===== config.mk =====
export PLATFORM = sky130hd
export DESIGN_NAME = gfx_ctl_regs
export DESIGN_NICKNAME = d
export VERILOG_FILES = /design/src/rtl/gfxc_pkg.sv /design/src/rtl/gfxc_event_bank.sv /design/src/rtl/gfxc_field_track.sv /design/src/rtl/gfxc_fifo_status.sv /design/src/rtl/gfxc_cmd_mask.sv /design/src/rtl/gfx_ctl_regs.sv
export SDC_FILE = /design/constraint.sdc
export NUM_CORES = 1
export LEC_CHECK = 0
export ABC_AREA = 1
export BUFFER_PORTS_ARGS = -buffer_cell sky130_fd_sc_hd__buf_2
export CAP_MARGIN = 20
export CORE_MARGIN = 2
export CORE_UTILIZATION = 30
export DETAILED_ROUTE_END_ITERATION = 12
export GPL_ROUTABILITY_DRIVEN = 1
export GPL_TIMING_DRIVEN = 0
export PLACE_DENSITY_LB_ADDON = 0.3
export SLEW_MARGIN = 20
export SYNTH_ARGS = -nofsm -noshare
export SYNTH_HDL_FRONTEND = slang
export SYNTH_SLANG_ARGS = --single-unit

===== constraint.sdc =====
create_clock -name clk -period 1 [get_ports clk]
set_input_delay 0.15 -clock clk [delete_from_list [all_inputs] [get_ports clk]]
set_output_delay 0.15 -clock clk [all_outputs]
set_load 0.005 [all_outputs]

===== src/rtl/gfxc_pkg.sv =====
package gfxc_pkg;
   localparam int NSRC      = 5;
   localparam int B_FLUSH   = 8;
   localparam int B_SRST    = 9;
   localparam int B_NFLD    = 12;
   localparam int B_FLD     = 13;
   localparam int MSK_LSB   = 8;
   localparam int OFS_HI    = 4;
   localparam int OFS_MSK   = 16;

   typedef enum logic [1:0] {
      FIFO_MID   = 2'b00,
      FIFO_EMPTY = 2'b01,
      FIFO_AFULL = 2'b10,
      FIFO_RSVD  = 2'b11
   } fifo_code_t;
endpackage


===== src/rtl/gfxc_event_bank.sv =====
module gfxc_event_bank #(
   parameter int N = 5
) (
   input  logic         clk,
   input  logic         rst_n,
   input  logic [N-1:0] ev,
   input  logic [N-1:0] ack,
   output logic [N-1:0] pend
);
   if (N < 1) begin : g_bad_n
      $error("gfxc_event_bank: N must be at least 1");
   end

   for (genvar i = 0; i < N; i++) begin : g_src
      logic q;
      always_ff @(posedge clk or negedge rst_n) begin
         if (!rst_n) q <= 1'b0;
         else        q <= ev[i] | (q & ~ack[i]);
      end
      assign pend[i] = q;
   end
endmodule


===== src/rtl/gfxc_field_track.sv =====
module gfxc_field_track (
   input  logic clk,
   input  logic rst_n,
   input  logic vsync,
   output logic field,
   output logic nfield
);
   always_ff @(posedge clk or negedge rst_n) begin
      if (!rst_n) begin
         field  <= 1'b0;
         nfield <= 1'b0;
      end else if (vsync) begin
         nfield <= field;
         field  <= ~field;
      end
   end
endmodule


===== src/rtl/gfxc_fifo_status.sv =====
module gfxc_fifo_status
   import gfxc_pkg::*;
#(
   parameter bit EMPTY_WINS = 1'b1
) (
   input  logic       fifo_empty,
   input  logic       fifo_afull,
   output logic [1:0] code
);
   fifo_code_t c;

   if (EMPTY_WINS) begin : g_empty_first
      always_comb begin
         if (fifo_empty)      c = FIFO_EMPTY;
         else if (fifo_afull) c = FIFO_AFULL;
         else                 c = FIFO_MID;
      end
   end else begin : g_afull_first
      always_comb begin
         if (fifo_afull)      c = FIFO_AFULL;
         else if (fifo_empty) c = FIFO_EMPTY;
         else                 c = FIFO_MID;
      end
   end

   assign code = c;
endmodule


===== src/rtl/gfxc_cmd_mask.sv =====
module gfxc_cmd_mask #(
   parameter int N = 5
) (
   input  logic         clk,
   input  logic         rst_n,
   input  logic         ctl_wr,
   input  logic         msk_wr,
   input  logic         flush_bit,
   input  logic         srst_bit,
   input  logic [N-1:0] msk_in,
   output logic [N-1:0] mask,
   output logic         flush_pulse,
   output logic         sreset_pulse,
   output logic         draw_hold
);
   always_ff @(posedge clk or negedge rst_n) begin
      if (!rst_n) begin
         mask         <= '1;
         flush_pulse  <= 1'b0;
         sreset_pulse <= 1'b0;
         draw_hold    <= 1'b0;
      end else begin
         flush_pulse  <= ctl_wr & flush_bit;
         sreset_pulse <= ctl_wr & srst_bit;
         if (ctl_wr) draw_hold <= flush_bit;
         if (ctl_wr && srst_bit) mask <= '1;
         else if (msk_wr)        mask <= msk_in;
      end
   end
endmodule


===== src/rtl/gfx_ctl_regs.sv =====
module gfx_ctl_regs
   import gfxc_pkg::*;
#(
   parameter int         ADDR_W     = 8,
   parameter int         CTL_OFS    = 0,
   parameter logic [7:0] REV_VAL    = 8'h1B,
   parameter logic [7:0] ID_VAL     = 8'h55,
   parameter bit         EMPTY_WINS = 1'b1
) (
   input  logic              clk,
   input  logic              rst_n,
   input  logic [ADDR_W-1:0] addr,
   input  logic              wr_en,
   input  logic [31:0]       wdata,
   output logic [31:0]       rdata,
   input  logic              ev_signal,
   input  logic              ev_finish,
   input  logic              ev_rect_done,
   input  logic              hsync,
   input  logic              vsync,
   input  logic              fifo_empty,
   input  logic              fifo_afull,
   output logic              irq,
   output logic              flush_pulse,
   output logic              sreset_pulse,
   output logic              draw_hold
);
   localparam logic [ADDR_W-1:0] A_CTL = ADDR_W'(CTL_OFS);
   localparam logic [ADDR_W-1:0] A_HI  = ADDR_W'(CTL_OFS + OFS_HI);
   localparam logic [ADDR_W-1:0] A_MSK = ADDR_W'(CTL_OFS + OFS_MSK);

   if (ADDR_W < 5 || ADDR_W > 32) begin : g_bad_aw
      $error("gfx_ctl_regs: ADDR_W must be 5..32");
   end
   if (CTL_OFS % 32 != 0 || CTL_OFS < 0) begin : g_bad_ofs
      $error("gfx_ctl_regs: CTL_OFS must be a non-negative multiple of 32");
   end
   if (longint'(CTL_OFS) + OFS_MSK >= (longint'(1) << ADDR_W)) begin : g_bad_fit
      $error("gfx_ctl_regs: mask register does not fit the address space");
   end

   logic            ctl_wr, msk_wr;
   logic [NSRC-1:0] ev_vec, ack_vec, pend_q, mask_q;
   logic            field_q, nfield_q;
   logic [1:0]      fifo_code;

   assign ctl_wr  = wr_en && (addr == A_CTL);
   assign msk_wr  = wr_en && (addr == A_MSK);
   assign ev_vec  = {ev_rect_done, vsync, hsync, ev_finish, ev_signal};
   assign ack_vec = ctl_wr ? wdata[NSRC-1:0] : '0;

   gfxc_event_bank #(.N(NSRC)) u_ev (
      .clk  (clk),
      .rst_n(rst_n),
      .ev   (ev_vec),
      .ack  (ack_vec),
      .pend (pend_q)
   );

   gfxc_field_track u_fld (
      .clk   (clk),
      .rst_n (rst_n),
      .vsync (vsync),
      .field (field_q),
      .nfield(nfield_q)
   );

   gfxc_fifo_status #(.EMPTY_WINS(EMPTY_WINS)) u_fifo (
      .fifo_empty(fifo_empty),
      .fifo_afull(fifo_afull),
      .code      (fifo_code)
   );

   gfxc_cmd_mask #(.N(NSRC)) u_cmd (
      .clk         (clk),
      .rst_n       (rst_n),
      .ctl_wr      (ctl_wr),
      .msk_wr      (msk_wr),
      .flush_bit   (wdata[B_FLUSH]),
      .srst_bit    (wdata[B_SRST]),
      .msk_in      (wdata[MSK_LSB +: NSRC]),
      .mask        (mask_q),
      .flush_pulse (flush_pulse),
      .sreset_pulse(sreset_pulse),
      .draw_hold   (draw_hold)
   );

   assign irq = |(pend_q & ~mask_q);

   logic [31:0] ctl_word, msk_word;

   always_comb begin
      ctl_word               = '0;
      ctl_word[NSRC-1:0]     = pend_q;
      ctl_word[B_NFLD]       = nfield_q;
      ctl_word[B_FLD]        = field_q;
      ctl_word[15:14]        = fifo_code;
      ctl_word[23:16]        = REV_VAL;
      ctl_word[31:24]        = ID_VAL;
      msk_word               = '0;
      msk_word[MSK_LSB +: NSRC] = mask_q;
      msk_word[14:13]        = 2'b11;
   end

   always_comb begin
      if (addr == A_CTL)      rdata = ctl_word;
      else if (addr == A_MSK) rdata = msk_word;
      else if (addr == A_HI)  rdata = '0;
      else                    rdata = '0;
   end

   logic unused_wbits;
   assign unused_wbits = ^{wdata[31:13], wdata[7:5]};
endmodule


Word level (Yosys, flattened, before mapping)
Cells that the tools add are included.
Word-level totals
  word-level logic and storage cells: 45
  register bits after elaboration: 15
  input bits: 50
  output and inout bits: 36
Cells by class
  bitwise gates (word level): 20
  equal/unequal tests: 1
  multiplexer cells: 7
  reductions and logical operators: 6
Operators with widths (number)
  2-to-1 mux 31 bit: 1
  2-to-1 mux 15 bit: 1
  2-to-1 mux 5 bit: 3
  == test 8 x 5 -> 1 bit (second input constant): 1
  zero test 8 bit: 1
  AND 1 bit: 7
  inverter 1 bit: 6
  AND 5 bit: 1
  inverter 5 bit: 1
  bitwise OR 1 bit: 5
  OR reduction 5 bit: 1
  2-to-1 mux 2 bit: 2
  logical AND 1 bit: 3
  nonzero test 2 bit: 1

Logic depth before layout (Yosys ltp)
Gate-level depths: netlist (run 1).
  depth in word-level cells: 6
  depth in mapped cells: 7
  gate-level depth less buffers: 7

Cells and area by module
From an unflattened synthesis (run 1), not the netlist that was laid out.
Unflattened totals
  cell total of the unflattened synthesis: 151
  area total of the unflattened synthesis: 1078.5 um^2
By module, submodules not included
  gfx_ctl_regs: cells an instance 78, times used 1, area each 446.7 um^2, seq. area each 0.0 um^2
  gfxc_cmd_mask: cells an instance 30, times used 1, area each 296.5 um^2, seq. area each 206.4 um^2
  gfxc_event_bank: cells an instance 30, times used 1, area each 237.7 um^2, seq. area each 125.1 um^2
  gfxc_field_track: cells an instance 10, times used 1, area each 80.1 um^2, seq. area each 50.0 um^2
  gfxc_fifo_status: cells an instance 3, times used 1, area each 17.5 um^2, seq. area each 0.0 um^2

Least setup slack after synthesis (run 1)
No wires, ideal clock.
  kind: input -> output
  from: in addr[3]
  to: out rdata[12]
  slack: -0.014 ns
  buffers on the path: 0
  stages on the path: 5
  required time: 0.850 ns
  data arrival time: 0.864 ns
  path through: nor2_1 nand2_2 nor2_8 inv_2 o21ai_2
On the way
  word-level cells in the longest chain between the ends: 3
  elaborated cells on any way between the ends: 4
  classes of those cells: eq/ne: 1; mux: 2; reduce/logical: 1
Ends and longest elaborated chain
  start, declared: RTL line gfx_ctl_regs.sv:12  | input logic [ADDR_W-1:0] addr,
  == test 8 x 5 -> 1 bit: RTL line gfx_ctl_regs.sv:107  | else if (addr == A_MSK) rdata = msk_word;
  2-to-1 mux 15 bit: RTL line gfx_ctl_regs.sv:107
  2-to-1 mux 31 bit (*): RTL line gfx_ctl_regs.sv:106  | if (addr == A_CTL) rdata = ctl_word;
  end, declared: RTL line gfx_ctl_regs.sv:15  | output logic [31:0] rdata,
Every way passes the cells marked *; elsewhere a longest branch is shown, timed or not.

Worst setup path in the final report (run 1)
  from: reg u_cmd.mask[3]
  to: out irq
On the way
  word-level cells in the longest chain between the ends: 3
Ends and longest elaborated chain
  start, declared: RTL line gfxc_cmd_mask.sv:11  | output logic [N-1:0] mask,
  start signal, assigned: RTL line gfxc_cmd_mask.sv:27  | else if (msk_wr) mask <= msk_in;
  inverter 5 bit: RTL line gfx_ctl_regs.sv:88  | assign irq = |(pend_q & ~mask_q);
  AND 5 bit: RTL line gfx_ctl_regs.sv:88
  OR reduction 5 bit: RTL line gfx_ctl_regs.sv:88
  end, declared: RTL line gfx_ctl_regs.sv:23  | output logic irq,
No other way between the ends.

==> metrics, run 1 <==
failing checks negative setup slack; Hold EP u_ev.g_src[4].q; Routed Antenna Nets 0; Synth Register Bits 15; Setup Skew 0.387 ps; layout cell share with drive strength beyond 1 57.2%; largest family of logic cells by synthesized area simple AND/OR/NAND/NOR gates; first-pass detailed-route iteration total 4; simple-gate share of the synthesized area 31.3%; Ports 86; cell taking the most area after synthesis dfrtp_1; Synth Area in XOR/XNOR 0.899%; core area 3080 µm²; Vias/cell 4.06; Yosys warnings 0; WP data arrival 1340 ps; pwr/cell area 794 nW/µm²; WL per Instance 10.2 µm; Critical Path Source Type flop; worst slack at placement -350 ps; worst-skew pair later-pin latency 280 ps; top post-synthesis cells by area dfrtp_1, buf_4, dfstp_2; register area share after synthesis 39.2%; IO buf count 52; total die area 3720 µm²; Lkg Pwr 1.03 nW; pin count of the biggest net entering global routing 16; Root Buffer clkbuf_4; Hold Path Depth 3; CTS tree yes; HP Class input pin to flop; Clock Tree Buf Depth 2; H-tree depth 1; first-pass GRT wire length 3890 µm; Die Wd 61 µm; Layout fillers 315; Setup violations, final 22; CTS sink cnt 15; Cells after Synth 132; R2R Path End u_cmd.mask[4]; top cell type's share of synthesized area 25.7%; via count 1051; DRT iter0 DRCs 10; number of global-route vias before repair 956; flop2flop setup slack 140 ps; worst r2r src u_cmd.mask[4]; minimum clock period 1490 ps; die height 61 µm; Net count, final 266; drt drc 0; Worst Min Path Start ev_rect_done; grt ovf 0; antenna violations before repair 0; MaxCap Viol Count 0; peak supply drop 0.660 mV; Max Slew Vio Count 0; Worst-path clk slew 90 ps; Netlist Area Pre-Place 975 µm²; Post-DP HPWL 1840 µm; Antenna diodes 0; fraction of the mapped netlist area in adder cells 0%; Worst Reg-to-Reg Cells 3; area delta synth->final 73.8%; GP Congestion 0.732; Yosys cell types 21; CP max FO 2; CP endpoint kind output port; CP required 850 ps; Critical path origin u_cmd.mask[3]; Syn Area/Cell 7.38 µm²; Final period util 149%; Routed WL 2650 µm; placed inst area 1330 µm²; Worst Setup Path Type flop to output port; Starting Density 31.7%; Final Hold Vio Count 0; FP Rows 20; RSZ-0062 raised after global routing true; complex-gate fraction of the synthesized area 4.62%; fin area 1690 µm²; gr usage total 14.4%; mux cell area share after synthesis 0%; fin worst setup slack -494 ps; status complete, but fails checks; fmax 669 MHz; CTS Buf Count 3
==> per-layer routing <==
| layer | wire length (µm) | GRT usage, % | up-vias | part of all wire [%] |
|---|---|---|---|---|
| li1 | - | - | 533 | - |
| met3 | 229 | 3.20 | 5 | 8.6 |
| met2 | 1270 | 24.6 | 48 | 48 |
| met4 | 46 | 6.52 | 0 | 1.7 |
| met5 | 0 | 0 | - | 0 |
| met1 | 1110 | 17.4 | 465 | 42 |
==> worst max path at each step <==
| stage | end | cells past startpoint |
|---|---|---|
| after floorplan | irq | 5 |
| after global placement | rdata[12] | 7 |
| after detailed placement | rdata[14] | 7 |
| after CTS | irq | 6 |
| after global routing | irq | 6 |
| final | irq | 6 |
==> timing repair <==
item                       4_1_cts  5_1_grt
hold buffers                     1        0
buffers inserted                12        5
gates cloned                     0        0
pin swaps                       16       10
setup endpoints to repair       22       22
gates resized for setup         38       18
hold endpoints to repair        10        0
==> registers in the layout (all words and copies together), names as in the netlist <==
name,count
u_fld.nfield,1
u_cmd.sreset_pulse,1
u_cmd.draw_hold,1
u_fld.field,1
u_ev.g_src.q,5
u_cmd.flush_pulse,1
u_cmd.mask,5
==> worst max-delay path, stage by stage (launching register included) <==
cell and delay (ps):
dfstp_2 550, inv_2 40, nand2_1 50, o21ai_1 60, a21oi_1 110, o211ai_1 100
buf_2 140
==> final cells by class <==
| cell class | instances | area (µm²) | area share [%] |
|---|---|---|---|
| plain buffers | 19 | 166 | 9.82 |
| well taps | 44 | 55.1 | 3.25 |
| clock buffers | 4 | 26.3 | 1.55 |
| flip-flops and latches | 15 | 382 | 22.5 |
| multi-input cells | 84 | 468 | 27.6 |
| inverters | 24 | 97.6 | 5.76 |
| repair buffers | 69 | 499 | 29.5 |
==> cells in the final DEF, fill, tap and decap left out, types with 2 or more instances in the layout <==
cell type,n
dfrtp_1,10
o21ai_2,2
nand2_2,2
clkbuf_4,3
nand3_1,15
conb_1,11
nor2_4,7
o21ai_1,2
nand2_1,26
nor2_1,7
nor2_2,3
buf_2,40
buf_4,22
inv_1,15
inv_2,8
buf_6,24
dfstp_2,5
nand2_4,3
==> Yosys cell counts <==
cell and instances:
buf_4 18, nor2_4 1, nand2_2 2, dfstp_2 5, o211ai_1 1, o21ai_0 2
inv_1 23, a21oi_1 1, nor2_8 1, xor2_1 1, nand2_4 1, nor2_1 16
o21ai_2 2, nand2_1 28, buf_2 1, conb_1 1, nand3_2 1, nand3_1 15
dfrtp_1 10, inv_2 1, o21ai_1 1
==> cells by family after synthesis <==
family | Yosys count
buf+inv | 43
other cells | 1
compound gates | 7
simple gates | 65
flops | 15
xor+xnor | 1
==> through the flow <==
stage	hold WS [ps]	cells	TNS, ps	utilization (%)	power [W]
finish	40.2	259	-3330	55.0	0.00135
floorplan	-146	142	0	-	0.000850
detailed placement	69.2	238	-8470	43.2	0.000950
global placement	72.2	238	-7850	43.2	0.000945
global route	36.7	259	-4380	55.0	0.00142
CTS	33.1	255	-3310	52.3	0.00134
==> where the power goes <==
| group | switching [W] | total (W) | internal (W) |
|---|---|---|---|
| logic | 0.000138 | 0.000277 | 0.000139 |
| registers | 0.0000418 | 0.000719 | 0.000677 |
| clock network | 0.000195 | 0.000350 | 0.000155 |
No activity file was read; power rests on OpenSTA's default activity.
==> run 2: changes to the inputs <==
- ABC_AREA: 1 -> not set
==> run 2 against run 1 <==
  * The flow still finishes with violations (negative setup slack)
  * Sequential cell count unchanged
  * Highest routed layer unchanged
  * Sequential power increased by 3.6%
  * Utilization increased by 1.2 points
  * Cell count decreased by 21%
  * Critical path type unchanged
  * Synthesized cell count decreased by 30%
  * Non-clock buffer count decreased by 4
  * Worst hold slack got worse by 3.5 ps
  * Setup slack got worse by 150 ps
==> metrics, run 2 <==
Syn Area/Cell 9.93 µm² (+34%); core area 2980 µm² (-3.3%); gr usage total 14.4% (about the same); register area share after synthesis 41.8% (+2.6 points); main flop type after synthesis dfrtp_1; WHS 36.7 ps (-3.49 ps); Yosys warnings 0 (unchanged); via count 929 (-12%); pin count of the biggest net entering global routing 16 (unchanged); Worst-path clk slew 90 ps (about the same); count leader, synth buf_4; first-pass detailed-route iteration total 4 (unchanged); CP required 850 ps (about the same); worst r2r src u_cmd.mask[0]; cell taking the most area after synthesis dfrtp_1; Setup Skew 0.0137 ps (-0.374 ps); CP endpoint kind output port; MaxCap Viol Count 0 (unchanged); slowest CP cell dfstp_2; FP Rows 20 (unchanged); Worst Min Path Start wdata[3]; Antenna diodes 0 (unchanged); failing checks negative setup slack; Die Wd 59.2 µm (-3.0%); Post-synth EDFFs 0 (unchanged); status complete, but fails checks; Clock Tree Buf Depth 2 (unchanged); IO buf count 51 (-1.9%); antenna violations before repair 0 (unchanged); first-pass GRT wire length 3800 µm (-2.5%); worst-skew pair later-pin latency 280 ps (about the same); die height 59.2 µm (-3.0%); top post-synthesis cells by area dfrtp_1, buf_4, dfstp_2; layout cell share with drive strength beyond 1 67.3% (+10 points); Max Slew Vio Count 0 (unchanged); leading cell types in the layout, fill and taps excluded buf_2, buf_6, buf_4, conb_1; pwr/cell area 840 nW/µm² (+5.8%); Final Hold Vio Count 0 (unchanged); WP data arrival 1490 ps (+150 ps); total die area 3500 µm² (-5.9%); GP Congestion 0.763 (+4.3%); CP cell instances inv_2 > a222oi_1 > o221ai_1 > buf_2; Layout fillers 275 (-13%); Final period util 164% (+15 points); top cells by count, synth buf_4, inv_1, dfrtp_1; area delta synth->final 83.4%; number of global-route vias before repair 909 (-4.9%); Routed WL 2780 µm (+4.8%); CTS Buf Count 3 (unchanged); H-tree depth 1 (unchanged); Synth Register Bits 15 (unchanged); Root Buffer clkbuf_4; setup TNS -12120 ps (-8790 ps); CTS sink cnt 15 (unchanged); Critical Path Source Type flop; Starting Density 30.7% (-0.99 points); WL per Instance 13.6 µm (+33%); CTS tree yes; Critical path origin u_cmd.mask[0]; Netlist Area Pre-Place 913 µm² (-6.3%); Setup violations, final 35 (+59%); fin worst setup slack -642 ps (-148 ps); minimum clock period 1640 ps (+148 ps); Lkg Pwr 0.846 nW (-18%); HP Class input pin to flop; RSZ-0062 raised after global routing true; Vias/cell 4.55 (+12%); crit-path max cell delay 550 ps (about the same); top cell type's share of synthesized area 27.4% (+1.7 points); Net count, final 222 (-17%); Crit path max-delay family flip-flops; CP max FO 2 (unchanged); Worst Setup Path Type flop to output port; Routed Antenna Nets 0 (unchanged); biggest regs u_cmd.mask: 5 flops, u_ev.g_src.q: 5 flops; fmax 609 MHz (-9.0%); Cells after Synth 92 (-30%); Post-synth ARST share 100% (unchanged); Yosys cell types 30 (+43%); drt drc 0 (unchanged); leading cell type in the layout, fill and taps excluded buf_2; DRT iter0 DRCs 23 (+13); Post-DP HPWL 1730 µm (-6.0%); grt ovf 0 (unchanged); Bufs and invs on worst path 2 (unchanged); peak supply drop 0.580 mV (-12%); Ports 86 (unchanged)
[run 2: final timing paths]
| check | slack (ps) | cells past startpoint | to |
|---|---|---|---|
| max in group asynchronous | 400 | 2 | u_cmd.mask[3] |
| min in group asynchronous | 300 | 2 | u_fld.nfield |
| worst min-delay path | 40 | 2 | u_ev.g_src[3].q |
| worst min register to register | 500 | 1 | u_fld.field |
| worst max-delay path | -640 | 4 | irq |
| worst max register to register | 190 | 2 | u_cmd.mask[0] |
[run 2: area by class of cell]
cell class	instances	area, µm²	share of cell area, %
timing repair buffer	64	495	29.6
clock inverter	1	5.00	0.299
tap	33	41.3	2.46
buffer	20	190	11.4
sequential	15	382	22.8
multi-input combinational	57	498	29.7
clock buffer	3	22.5	1.34
inverter	11	41.3	2.46
[run 2: logic make-up (layout without fill, tap and decap cells)]
group	Yosys count	in the layout	share of synthesized area, %
simple gates	26	27	18.6
mux	3	3	3.97
compound gates	15	15	13.3
xor+xnor	1	1	0.959
other cells	1	11	0.411
flops	15	15	41.8
buf+inv	31	99	21.0
[run 2: worst register-to-register path: cells and delay by family (launching register included)]
| family | cells | cell delay [ps] |
|---|---|---|
| buf+inv | 1 | 110 |
| compound gates | 1 | 110 |
| flops | 1 | 550 |
[run 2: repair_timing]
item                                   in CTS  in global routing
gates cloned                                1                  0
setup endpoints to repair                  30                 30
pin swaps                                  14                 18
setup buffers                               9                  3
endpoints found under the hold margin      10                  0
hold buffers                                1                  0
resized for setup                          40                 16
[run 2: per-stage QoR]
stage                     util, %  total power [W]  instance area (µm²)  worst slack [ps]  std cells
after floorplan                 -         0.000876                  985              -437        102
after global placement       43.0         0.000975                 1280              -673        186
after detailed placement     43.0         0.000989                 1280              -697        186
after CTS                    52.8          0.00141                 1570              -690        201
after global routing         56.3          0.00150                 1680              -734        204
final                        56.3          0.00141                 1680              -642        204
[run 2: where the power goes]
part	total, W	switching, W	internal [W]
clock	0.000340	0.000192	0.000148
combinational	0.000322	0.000135	0.000187
sequential	0.000745	0.0000564	0.000689
[run 2: layer usage]
layer | vias to the layer above | track usage, % | wire (µm)
met5 | - | 0 | 0
met4 | 0 | 4.87 | 87
met3 | 8 | 2.40 | 163
met2 | 41 | 27.9 | 1520
met1 | 431 | 15.6 | 1010
li1 | 449 | - | -
==> run 3: changes to the inputs <==
- CORE_ASPECT_RATIO: not set -> 0.75
==> run 3 against run 2 <==
  * The flow still finishes with violations (negative setup slack)
  * Clock power is 41% higher
  * Routed wire length is 5.8% lower
  * Worst hold slack better by 54 ps
  * Sequential power is 0.9% lower
  * Maximum frequency is 5.8% lower
  * Combinational power is 9.9% lower
  * Non-clock buffer count is 5 lower
  * Count of clock-buffer cells in the layout is 1 higher
  * First-iteration DRC count is 8.7% lower
  * Register-to-register slack hardly changed
  * Critical path type unchanged
==> metrics, run 3 (synthesis gave the netlist of run 2 again) <==
pwr/cell area 925 nW/µm² (+10%); CP endpoint kind output port; Root Buffer clkbuf_8; CP max FO 2 (unchanged); via count 895 (-3.7%); peak supply drop 0.626 mV (+7.8%); total die area 3510 µm² (+0.14%); HP Class input pin to flop; fin area 1630 µm² (-2.7%); Critical path origin u_cmd.mask[0]; fmax 574 MHz (-5.8%); Placed Instances 191 (+2.7%); Starting Density 31.3% (+0.67 points); Final period util 174% (+10 points); WP data arrival 1590 ps (+100 ps); minimum clock period 1740 ps (+100 ps); Tot Pwr 0.00151 W (+7.1%); Lkg Pwr 0.820 nW (-3.1%); number of global-route vias before repair 868 (-4.5%); Setup Skew 0.0838 ps (+0.0702 ps); Vias/cell 4.39 (-3.7%); first-pass detailed-route iteration total 5 (+1); fin worst setup slack -742 ps (-100 ps); drt drc 0 (unchanged); Ports 86 (unchanged); Max Slew Vio Count 0 (unchanged); power share of the combinational group 19.2% (-3.7 points); die height 51.8 µm (-12%); Net count, final 217 (-2.3%); failing checks negative setup slack; pin count of the biggest net entering global routing 16 (unchanged); Worst Min Path Start wdata[4]; Post-DP HPWL 1810 µm (+4.6%); final std cells w/o fill 204 (unchanged); Final Hold Vio Count 0 (unchanged); worst r2r src u_cmd.mask[0]; Setup violations, final 35 (unchanged); FP Rows 17 (-15%); clock network fraction of total power 31.8% (+7.6 points); layout cell share with drive strength beyond 1 65.7% (-1.6 points); leading cell type in the layout, fill and taps excluded buf_2; setup TNS -12540 ps (-422 ps); MaxCap Viol Count 0 (unchanged); Die Wd 67.7 µm (+14%); area delta synth->final 78.5%; grt ovf 0 (unchanged); RSZ-0062 raised after global routing true; gr usage total 15.0% (+0.54 points); status complete, but fails checks; CTS sink cnt 15 (unchanged); Worst-path clk slew 60 ps (-30 ps); GP Congestion 0.670 (-12%); Clock Tree Buf Depth 2 (unchanged); area occupied by multi-input gates 478 µm² (-4.0%); switch share 24.6% (-2.7 points); Layout fillers 272 (-1.1%); Register Area 382 µm² (unchanged); first-pass GRT wire length 3840 µm (+1.1%); NetSw 0.000371 W (-3.4%); WL per Instance 12.8 µm (-5.8%); Antenna diodes 0 (unchanged); antenna violations before repair 0 (unchanged); Critical Path Source Type flop; leading cell types in the layout, fill and taps excluded buf_2, buf_6, buf_4, conb_1; H-tree depth 1 (unchanged); CTS Buf Count 3 (unchanged); CP required 850 ps (about the same); IO buf count 51 (unchanged); Routed Antenna Nets 0 (unchanged); worst-skew pair later-pin latency 240 ps (-40 ps); core area 2910 µm² (-2.1%); Internal Power 0.00114 W (+11%); CTS tree yes; Reg power frac 49.0% (-3.9 points); Routed WL 2620 µm (-5.8%); placed inst area 1290 µm² (+0.49%); Worst Setup Path Type flop to output port; biggest regs u_cmd.mask: 5 flops, u_ev.g_src.q: 5 flops; DRT iter0 DRCs 21 (-8.7%)
## run 3: cell count changes in the layout (fill, tap and decap cells not counted), moves of 2 or more
cell	change
clkbuf_4	-3
clkbuf_8	+2
buf_8	-2
and2_4	+2
buf_4	-3
buf_6	+2
and2_1	-2
## run 3: through the flow
| stage | util, % | hold slack [ps] | worst slack (ps) |
|---|---|---|---|
| 2_1_floorplan | - | -146 | -437 |
| 3_3_place_gp | 44.2 | 66.9 | -677 |
| 3_5_place_dp | 44.2 | 77.6 | -699 |
| 4_1_cts | 54.2 | 87.6 | -675 |
| 5_1_grt | 55.9 | 78.1 | -818 |
| 6_report | 55.9 | 90.9 | -742 |
## run 3: final cells by class
cell class,instances,share of cell area [%]
inverter,11,2.53
timing repair buffer,60,28.2
tap,38,2.92
multi-input combinational,57,29.3
buffer,19,10.8
clock buffer,4,2.76
sequential,15,23.4
## run 3: worst max-delay path, cell delays in order, from the launching register on
cell	delay (ps)
dfstp_2	540
inv_2	30
a222oi_1	400
o221ai_1	220
buf_2	170
## run 3: timing repair
item | in CTS | in global routing
setup endpoints to repair | 30 | 35
endpoints found under the hold margin | 10 | 0
resized for setup | 40 | 13
gates cloned | 1 | 0
pin swaps | 17 | 11
hold buffers | 1 | 0
buffers inserted | 7 | 2
## run 3: path summary, 6_finish.rpt
check | endpoint | slack, ps | cells past startpoint
max reg2reg | u_cmd.mask[0] | 190 | 2
min in group asynchronous | u_fld.nfield | 340 | 2
max in group asynchronous | u_cmd.mask[2] | 360 | 2
min reg2reg | u_fld.field | 500 | 1
min | u_ev.g_src[4].q | 90 | 2
max | irq | -740 | 4
## run 3: power groups by stage
stage / Clock (W) / Combinational [W] / Sequential [W]
detailed placement: 0 / 0.000239 / 0.000749
global placement: 0 / 0.000231 / 0.000746
floorplan: 0 / 0.000143 / 0.000733
finish: 0.000480 / 0.000290 / 0.000738
CTS: 0.000497 / 0.000277 / 0.000739
global route: 0.000540 / 0.000320 / 0.000752
## run 3: per-layer routing
metal | share of wire, % | vias up | track usage [%]
li1 | - | 438 | -
met1 | 42 | 413 | 17.2
met2 | 49 | 44 | 27.0
met3 | 9.9 | 0 | 5.63
met4 | 0 | 0 | 2.04
met5 | 0 | - | 0
